`src/rtl/pws_pkg.sv`:
```
package pws_pkg;

  typedef enum logic [2:0] {
    ST_RESET_WAIT = 3'd0,
    ST_DUMMY      = 3'd1,
    ST_READY      = 3'd2,
    ST_CONVERTING = 3'd3,
    ST_SHUTDOWN   = 3'd4,
    ST_STANDBY    = 3'd5
  } pws_state_t;

  // Wake-up interval in system clock cycles, never less than one
  function automatic int unsigned wake_cycles(input int unsigned hz, input int unsigned us);
    longint unsigned t;
    t = (longint'(hz) * longint'(us)) / 64'd1_000_000;
    if (t == 64'd0) t = 64'd1;
    return int'(t);
  endfunction

endpackage

```
`src/rtl/pws_wake_timer.sv`:
```
module pws_wake_timer #(
  parameter int unsigned LIMIT = 50_000
) (
  input  logic clk,
  input  logic rst_n,
  input  logic run,
  output logic done
);
  localparam int unsigned CW = $clog2(LIMIT + 1);
  localparam logic [CW-1:0] LAST = CW'(LIMIT - 1);

  logic [CW-1:0] cnt_q, cnt_d;

  assign done = run && (cnt_q == LAST);

  always_comb begin
    cnt_d = cnt_q;
    if (!run)      cnt_d = '0;
    else if (!done) cnt_d = cnt_q + 1'b1;
  end

  always_ff @(posedge clk or negedge rst_n) begin
    if (!rst_n) cnt_q <= '0;
    else        cnt_q <= cnt_d;
  end
endmodule

```
`src/rtl/pws_eoc_watchdog.sv`:
```
module pws_eoc_watchdog #(
  parameter int unsigned TMO = 4096
) (
  input  logic clk,
  input  logic rst_n,
  input  logic restart,
  input  logic run,
  output logic expired
);
  localparam int unsigned CW = $clog2(TMO + 1);
  localparam logic [CW-1:0] LAST = CW'(TMO - 1);

  logic [CW-1:0] cnt_q, cnt_d;

  assign expired = run && (cnt_q == LAST);

  always_comb begin
    cnt_d = cnt_q;
    if (restart || !run) cnt_d = '0;
    else if (!expired)   cnt_d = cnt_q + 1'b1;
  end

  always_ff @(posedge clk or negedge rst_n) begin
    if (!rst_n) cnt_q <= '0;
    else        cnt_q <= cnt_d;
  end
endmodule

```
`src/rtl/pws_pend_latch.sv`:
```
module pws_pend_latch (
  input  logic clk,
  input  logic rst_n,
  input  logic hold,
  input  logic req_sleep,
  input  logic req_standby,
  output logic pend_sleep,
  output logic pend_standby
);
  logic sl_d, sb_d;

  always_comb begin
    sl_d = 1'b0;
    sb_d = 1'b0;
    if (hold) begin
      sl_d = pend_sleep | req_sleep;
      sb_d = pend_standby | req_standby;
    end
  end

  always_ff @(posedge clk or negedge rst_n) begin
    if (!rst_n) begin
      pend_sleep   <= 1'b0;
      pend_standby <= 1'b0;
    end else begin
      pend_sleep   <= sl_d;
      pend_standby <= sb_d;
    end
  end
endmodule

```
`src/rtl/pwr_wake_seq.sv`:
```
module pwr_wake_seq
  import pws_pkg::*;
#(
  parameter int unsigned SYS_CLK_HZ  = 50_000_000,
  parameter int unsigned WAKE_US     = 1000,
  parameter int unsigned EOC_TMO_CYC = 4096
) (
  input  logic clk,
  input  logic rst_n,
  input  logic req_sleep,
  input  logic req_standby,
  input  logic req_wake,
  input  logic req_convert,
  input  logic eoc,
  output logic conv_start,
  output logic shdn_o,
  output logic stby_o,
  output logic ready,
  output logic result_valid,
  output logic err_pulse
);
  localparam int unsigned WAKE_CYC = wake_cycles(SYS_CLK_HZ, WAKE_US);

  pws_state_t st_q, st_d;
  logic launch;
  logic wake_done, tmo;
  logic pend_sleep, pend_standby;
  logic start_q, valid_q, err_q;
  logic valid_d, err_d;
  logic busy;
  logic accept_conv;

  assign busy = (st_q == ST_DUMMY) || (st_q == ST_CONVERTING);

  pws_wake_timer #(.LIMIT(WAKE_CYC)) u_wake (
    .clk  (clk),
    .rst_n(rst_n),
    .run  (st_q == ST_RESET_WAIT),
    .done (wake_done)
  );

  pws_eoc_watchdog #(.TMO(EOC_TMO_CYC)) u_wdg (
    .clk    (clk),
    .rst_n  (rst_n),
    .restart(launch),
    .run    (busy),
    .expired(tmo)
  );

  pws_pend_latch u_pend (
    .clk         (clk),
    .rst_n       (rst_n),
    .hold        (st_q == ST_CONVERTING),
    .req_sleep   (req_sleep),
    .req_standby (req_standby),
    .pend_sleep  (pend_sleep),
    .pend_standby(pend_standby)
  );

  assign accept_conv = (st_q == ST_READY) && !req_sleep && !req_standby;

  // Next-state process
  always_comb begin
    st_d   = st_q;
    launch = 1'b0;
    unique case (st_q)
      ST_RESET_WAIT: begin
        if (wake_done) begin
          st_d   = ST_DUMMY;
          launch = 1'b1;
        end
      end
      ST_DUMMY: begin
        if (eoc) begin
          st_d = ST_READY;
        end else if (tmo) begin
          st_d   = ST_DUMMY;
          launch = 1'b1;
        end
      end
      ST_READY: begin
        if (req_sleep)        st_d = ST_SHUTDOWN;
        else if (req_standby) st_d = ST_STANDBY;
        else if (req_convert) begin
          st_d   = ST_CONVERTING;
          launch = 1'b1;
        end
      end
      ST_CONVERTING: begin
        if (eoc) begin
          if (pend_sleep || req_sleep)          st_d = ST_SHUTDOWN;
          else if (pend_standby || req_standby) st_d = ST_STANDBY;
          else                                  st_d = ST_READY;
        end else if (tmo) begin
          st_d   = ST_DUMMY;
          launch = 1'b1;
        end
      end
      ST_SHUTDOWN: begin
        if (req_wake) st_d = ST_RESET_WAIT;
      end
      ST_STANDBY: begin
        if (req_wake) begin
          st_d   = ST_DUMMY;
          launch = 1'b1;
        end
      end
      default: st_d = ST_RESET_WAIT;
    endcase
  end

  assign valid_d = (st_q == ST_CONVERTING) && eoc;
  assign err_d   = req_convert && !accept_conv;

  // Register process
  always_ff @(posedge clk or negedge rst_n) begin
    if (!rst_n) begin
      st_q    <= ST_RESET_WAIT;
      start_q <= 1'b0;
      valid_q <= 1'b0;
      err_q   <= 1'b0;
    end else begin
      st_q    <= st_d;
      start_q <= launch;
      valid_q <= valid_d;
      err_q   <= err_d;
    end
  end

  assign conv_start   = start_q;
  assign result_valid = valid_q;
  assign err_pulse    = err_q;
  assign ready        = (st_q == ST_READY);
  assign shdn_o       = (st_q == ST_SHUTDOWN);
  assign stby_o       = (st_q == ST_STANDBY);

endmodule

```
`config.mk`:
```
export PLATFORM = sky130hd
export DESIGN_NAME = pwr_wake_seq
export DESIGN_NICKNAME = d
export VERILOG_FILES = /design/src/rtl/pws_pkg.sv /design/src/rtl/pws_wake_timer.sv /design/src/rtl/pws_eoc_watchdog.sv /design/src/rtl/pws_pend_latch.sv /design/src/rtl/pwr_wake_seq.sv
export SDC_FILE = /design/constraint.sdc
export NUM_CORES = 1
export LEC_CHECK = 0
export BUFFER_PORTS_ARGS = -buffer_cell sky130_fd_sc_hd__buf_2
export CORE_MARGIN = 10
export CORE_UTILIZATION = 25
export DETAILED_ROUTE_END_ITERATION = 16
export SLEW_MARGIN = 20
export SYNTH_ARGS = -nofsm -noshare
export SYNTH_HDL_FRONTEND = slang
export SYNTH_SLANG_ARGS = --single-unit
```
`constraint.sdc`:
```
create_clock -name clk -period 1.8 [get_ports clk]
set_clock_uncertainty 0.1 [all_clocks]
set_input_delay 0.27 -clock clk [delete_from_list [all_inputs] [get_ports clk]]
set_output_delay 0.27 -clock clk [all_outputs]
set_load 0.01 [all_outputs]
```
# ---- After elaboration in Yosys (flattened, before gate mapping)
# Cells that the tools add are included.
dict set report totals {
  reg_bits 37
  in_bits 7
}
dict set report classes {
  n_reduce_logical 17
  muxes 26
  eq_ne 13
  n_bitwise 2
  add_sub_neg 2
}
# cell count
set op_table {}
lappend op_table {{3-bit 2-to-1 mux} 11}
lappend op_table {{16-bit 2-to-1 mux} 2}
lappend op_table {{13-bit 2-to-1 mux} 2}
lappend op_table {{3-bit case mux with 6 select lines} 1}
lappend op_table {{16-bit by 1-bit adder with 16-bit output (second input constant)} 1}
lappend op_table {{16-bit equality test (second input constant)} 1}
lappend op_table {{13-bit by 1-bit adder with 13-bit output (second input constant)} 1}
lappend op_table {{13-bit by 12-bit equality test with 1-bit output (second input constant)} 1}
lappend op_table {{1-bit 2-to-1 mux} 9}
lappend op_table {{2-bit inequality test (second input constant)} 4}
lappend op_table {{3-bit by 2-bit equality test with 1-bit output (second input constant)} 2}
lappend op_table {{3-bit equality test (second input constant)} 2}
lappend op_table {{1-bit logical AND} 6}
lappend op_table {{1-bit zero test} 4}
lappend op_table {{1-bit logical OR} 4}
lappend op_table {{4-bit inequality test (second input constant)} 1}
lappend op_table {{1-bit case mux with 4 select lines} 1}
lappend op_table {{4-bit AND reduction} 1}
lappend op_table {{3-bit by 1-bit equality test with 1-bit output (second input constant)} 1}
lappend op_table {{3-bit zero test} 1}
lappend op_table {{2-bit by 1-bit inequality test with 1-bit output (second input constant)} 1}
lappend op_table {{1-bit bitwise OR} 2}
lappend op_table {{2-bit OR reduction} 1}

# ---- Depth between registers and ports, before layout
dict set report logic_depth {
  ltp_word 8
  mapped_depth 6
  ltp_nobuf 5
}

# ---- Cells and area by module
# Synthesis repeated with hierarchy kept, for this count alone.
dict set report hier_totals {
  hier_cells 206
  hier_area_um2 2048.2
}
# mod area_per_inst_um2 cells_each n_inst seq_area_each_um2
set modules_own_cells {}
lappend modules_own_cells {pws_wake_timer 893.4 88 1 400.4}
lappend modules_own_cells {pws_eoc_watchdog 668.1 70 1 325.3}
lappend modules_own_cells {pwr_wake_seq 421.7 44 1 150.1}
lappend modules_own_cells {pws_pend_latch 65.1 4 1 50.0}

# ---- Least setup slack after synthesis
# Ideal clock, no wire load.
dict set report synth_path {
  path_type {reg2reg}
  startpoint {register st_q[2]}
  endpoint {register u_wdg.cnt_q[1]}
  t_required_ns 1.578
  path_stages_with_launch 7
  slack_ns -0.029
  arrival_ns 1.607
  path_cell_list {dfrtp_1 clkbuf_1 or3b_1 nor4_2 buf_2 mux2i_1 nor2_1}
}
dict set report synth_via {
  elab_chain_cells 8
  word_cells_on_any_way 17
  classes_between {eq/ne (5); mux (5); reduce/logical (7)}
}
# item line_no
set synth_lines {}
lappend synth_lines {{start, declared} pwr_wake_seq.sv:24} ;# pws_state_t st_q, st_d;
lappend synth_lines {{start signal, assigned} pwr_wake_seq.sv:123} ;# st_q <= st_d;
lappend synth_lines {{3-bit by 1-bit equality test with 1-bit output or 3-bit by 2-bit equality test with 1-bit output (tied branches)} {pwr_wake_seq.sv:33, pwr_wake_seq.sv:66}}
lappend synth_lines {{1-bit logical OR} pwr_wake_seq.sv:33} ;# assign busy = (st_q == ST_DUMMY) || (st_q == ST_CONVERTING);
lappend synth_lines {{1-bit logical AND} pws_eoc_watchdog.sv:15} ;# assign expired = run && (cnt_q == LAST);
lappend synth_lines {{1-bit 2-to-1 mux} {pwr_wake_seq.sv:76, pwr_wake_seq.sv:94}}
lappend synth_lines {{1-bit 2-to-1 mux} pwr_wake_seq.sv:90} ;# if (eoc) begin
lappend synth_lines {{1-bit case mux with 4 select lines} pwr_wake_seq.sv:66} ;# unique case (st_q)
lappend synth_lines {{1-bit logical OR} pws_eoc_watchdog.sv:19} ;# if (restart || !run) cnt_d = '0;
lappend synth_lines {{2-bit by 1-bit inequality test with 1-bit output (no source line) or 13-bit 2-to-1 mux (tied branches)} -}
lappend synth_lines {{end signal, assigned} pws_eoc_watchdog.sv:25} ;# else cnt_q <= cnt_d;
lappend synth_lines {{end, declared} pws_eoc_watchdog.sv:13} ;# logic [CW-1:0] cnt_q, cnt_d;
# Several ways; a longest one is shown, not always the timed one.
# A chain may end at the register's enable or synchronous reset.

# ---- Worst setup path in the final report
dict set report layout_path {
  startpoint {register u_wdg.cnt_q[7]}
  endpoint {register st_q[1]}
}
dict set report layout_via {
  elab_chain_cells 5
  word_cells_on_any_way 6
  classes_between {eq/ne (1); mux (4); reduce/logical (1)}
}
# item line_no
set layout_lines {}
lappend layout_lines {{13-bit by 12-bit equality test with 1-bit output *} pws_eoc_watchdog.sv:15}
lappend layout_lines {{1-bit logical AND *} pws_eoc_watchdog.sv:15}
lappend layout_lines {{3-bit 2-to-1 mux *} -}
lappend layout_lines {{3-bit 2-to-1 mux, on equally long branches} -}
lappend layout_lines {{3-bit case mux with 6 select lines *} -}
# Every way passes the cells marked *; elsewhere a longest branch is shown, timed or not.

==> results.toml <==
[sta]
relSlewSlack_pct = 68.13
setup_viol = 0
holdWs_ns = 0.1204
fin_crit_ns = 1.755
tightest_slew_ns = 0.4780
hold_violations = 0
drv_slew = 0
max_freq_ghz = 0.5697
setup-tns-final_ns = 0
fin_crit_sh_pct = 97.51

[clocking]
path_clk_slew_ns = 0.07
cts_tree = "yes"
clockRootBuffer = "clkbuf_8"
cts_buffers = 5
htree_num_levels = 2
cts_buffer_depth = 2
insertion_delay_ns = 0.28
cts.sinks = 37

[yosys]
netlist_area_mm2 = 0.001929
synth_ff_type = "dfrtp_1"
synth_nets = 215
synth-edff-count = 0
yosysUniqueCellTypes = 46
ys_ff_latch = 37
yosysTopAreaCellShare_pct = 47.99
yosysMostFrequentCell = "dfrtp_1"
yosys-top-cells-count = "dfrtp_1 (37), nor2_1 (27), nand2_1 (16)"
synth.avg_cell_area_um2 = 9.366
synthTopCellsByArea = "dfrtp_1 (48%), nor2_1 (5.3%), o21ai_0 (3.4%)"
yosysSeqAreaShare_pct = 47.99
async_flop_share_pct = 100.0
synth_top_area_cell = "dfrtp_1"
syn_inst = 206
ys_warn_count = 0

[global_route]
antenna_found_initial = 0
overflow = 0
grt_start_max_net_pins = 38
grt_use_total_pct = 7.755
grt_pass1_wl_um = 7583
grt_pass1_vias = 1641

[critical_path]
worst_ep_required_time_ns = 1.87
critPathSlowestCell = "dfrtp_1"
worstSetupStartpointType = "flip-flop"
path_cells = "nand4_1, nor4_4, buf_4, nor2b_1, o2bb2a_1"
path_max_fanout = 5
regToRegSetupSlack_ns = 0.04
cp-end-kind = "flip-flop"
path_delay_family = "simple AND/OR/NAND/NOR gates"
cp_num_buf_inv = 1
critPathMaxStageDelay_ns = 0.43
timing_worst_setup_path_type = "flip-flop to flip-flop"
cp_data_arrival_time_ns = 1.83

[power]
power_switching_uw = 802.3
totalPowerFinal_uw = 2351
combPwrFrac_pct = 32.2
p_leak_uw = 0.001052
seqPwrFrac_pct = 42.9
p_int_uw = 1549
clock_power_share_pct = 24.9
vdd.ir_drop.worst_mv = 0.4144
power.density_mw_per_mm2 = 944.4
switching_share_pct = 34.12

[cells_and_area]
nets = 259
drive_gt1_share_pct = 28.00
num_antenna_cells = 0
fin_area_mm2 = 0.002490
synthToLayoutAreaGrowth_pct = 29.05
final_core_utilization_pct = 33.79
n_fill_cell = 768

[routing]
drcViolationCount = 0
num_vias = 1700
drtIter0Drc = 92
wire_per_inst_um = 13.10
viasPerCell = 4.871
dr.pass1.iters = 4
antenna_left = 0
totalWireLength_um = 4572

[floorplanning]
num_rows = 31
initial_core_util_pct = 26.18
die_w_um = 107.9
fp.dieH_um = 107.9
ios = 13
die_area_mm2 = 0.01163
core_area_mm2 = 0.007370

[placed_design]
post-dp-hpwl_um = 3186
io_buffers = 12
globalplace.congestion = 0.8177
placedInstanceArea_mm2 = 0.002285

[worst_hold_path]
hold_path.class = "input port to flip-flop"

[run_status]
status = "complete, no violations"

[job]
maxCapViolCount = 0
==> area by class of cell <==
| type | instances | area [um^2] | area share, % |
|---|---|---|---|
| Clock buffer | 7 | 86.33 | 3.467 |
| Inverter | 2 | 7.507 | 0.3015 |
| Multi-Input combinational cell | 160 | 1044 | 41.91 |
| Sequential cell | 37 | 928.4 | 37.29 |
| Tap cell | 99 | 123.9 | 4.975 |
| Timing Repair Buffer | 44 | 300.3 | 12.06 |
==> power by group through the flow <==
stage	combinational [uW]	clock, uW	sequential, uW
global placement	668	0	1010
CTS	682	607	994
global route	833	637	1020
finish	758	585	1010
floorplan	435	0	996
detailed placement	678	0	1010
==> logic make-up after synthesis <==
family | share of synthesized area [%]
and+or+nand+nor | 31.39
AOI/OAI and AO/OA | 12.65
DFF | 47.99
buffers and inverters | 2.010
xor gates and xnor gates | 3.632
muxes | 1.038
adders and majority gates | 1.297
==> repair_timing <==
action,CTS,global route
gates resized for setup,0,21
buffers inserted,0,3
hold endpoints to repair,37,0
hold buffers,1,0
setup endpoints to repair,0,19
==> per-layer routing <==
layer | vias up | track usage [%] | share of wire (%)
met4 | 0 | 2.290 | 0.57
met2 | 23 | 12.32 | 49
met5 | - | 0 | 0
met1 | 823 | 10.00 | 47
li1 | 850 | - | -
met3 | 4 | 2.096 | 2.8
==> metrics by stage <==
| stage | instances | setup WS, ns |
|---|---|---|
| 5_1_grt | 349 | -0.03740 |
| 3_5_place_dp | 336 | 0.03614 |
| 6_report | 349 | 0.04481 |
| 2_1_floorplan | 206 | 0.001004 |
| 3_3_place_gp | 336 | 0.05042 |
| 4_1_cts | 344 | 0.01333 |
==> flip-flops by register name, summed over array words and instances, names as in the netlist <==
name and count:
result_valid 1, st_q 3, conv_start 1, u_pend.pend_sleep 1, u_wdg.cnt_q 13, err_pulse 1, u_wake.cnt_q 16, u_pend.pend_standby 1
==> final timing paths <==
check,from,to,depth (start not counted)
worst min-delay path,req_convert,err_pulse,2
worst min register to register,u_pend.pend_standby,u_pend.pend_standby,2
min in group asynchronous,rst_n,u_wake.cnt_q[14],3
worst max-delay path,u_wdg.cnt_q[7],st_q[1],5
max in group asynchronous,rst_n,u_wdg.cnt_q[12],3
worst max register to register,u_wdg.cnt_q[7],st_q[1],5
==> layout by cell type (no fill, tap or decap), types with 2 or more instances in the layout <==
cell type  instances
a211oi_1           3
a21oi_1            9
a21oi_2            3
and3_1             3
and4_1             2
and4_2             2
buf_2             13
buf_4             30
clkbuf_8           6
dfrtp_1           35
dfrtp_2            2
inv_1              2
mux2i_1            2
nand2_1           16
nand2b_1           3
nand3_1           10
nand4_1            4
nor2_1            27
nor3_1            11
nor4_1             2
o211ai_1           2
o21ai_0           12
o31ai_1            3
or3_1             10
xnor2_1            5
xor2_1             3
(Power assumes the default switching activity.)
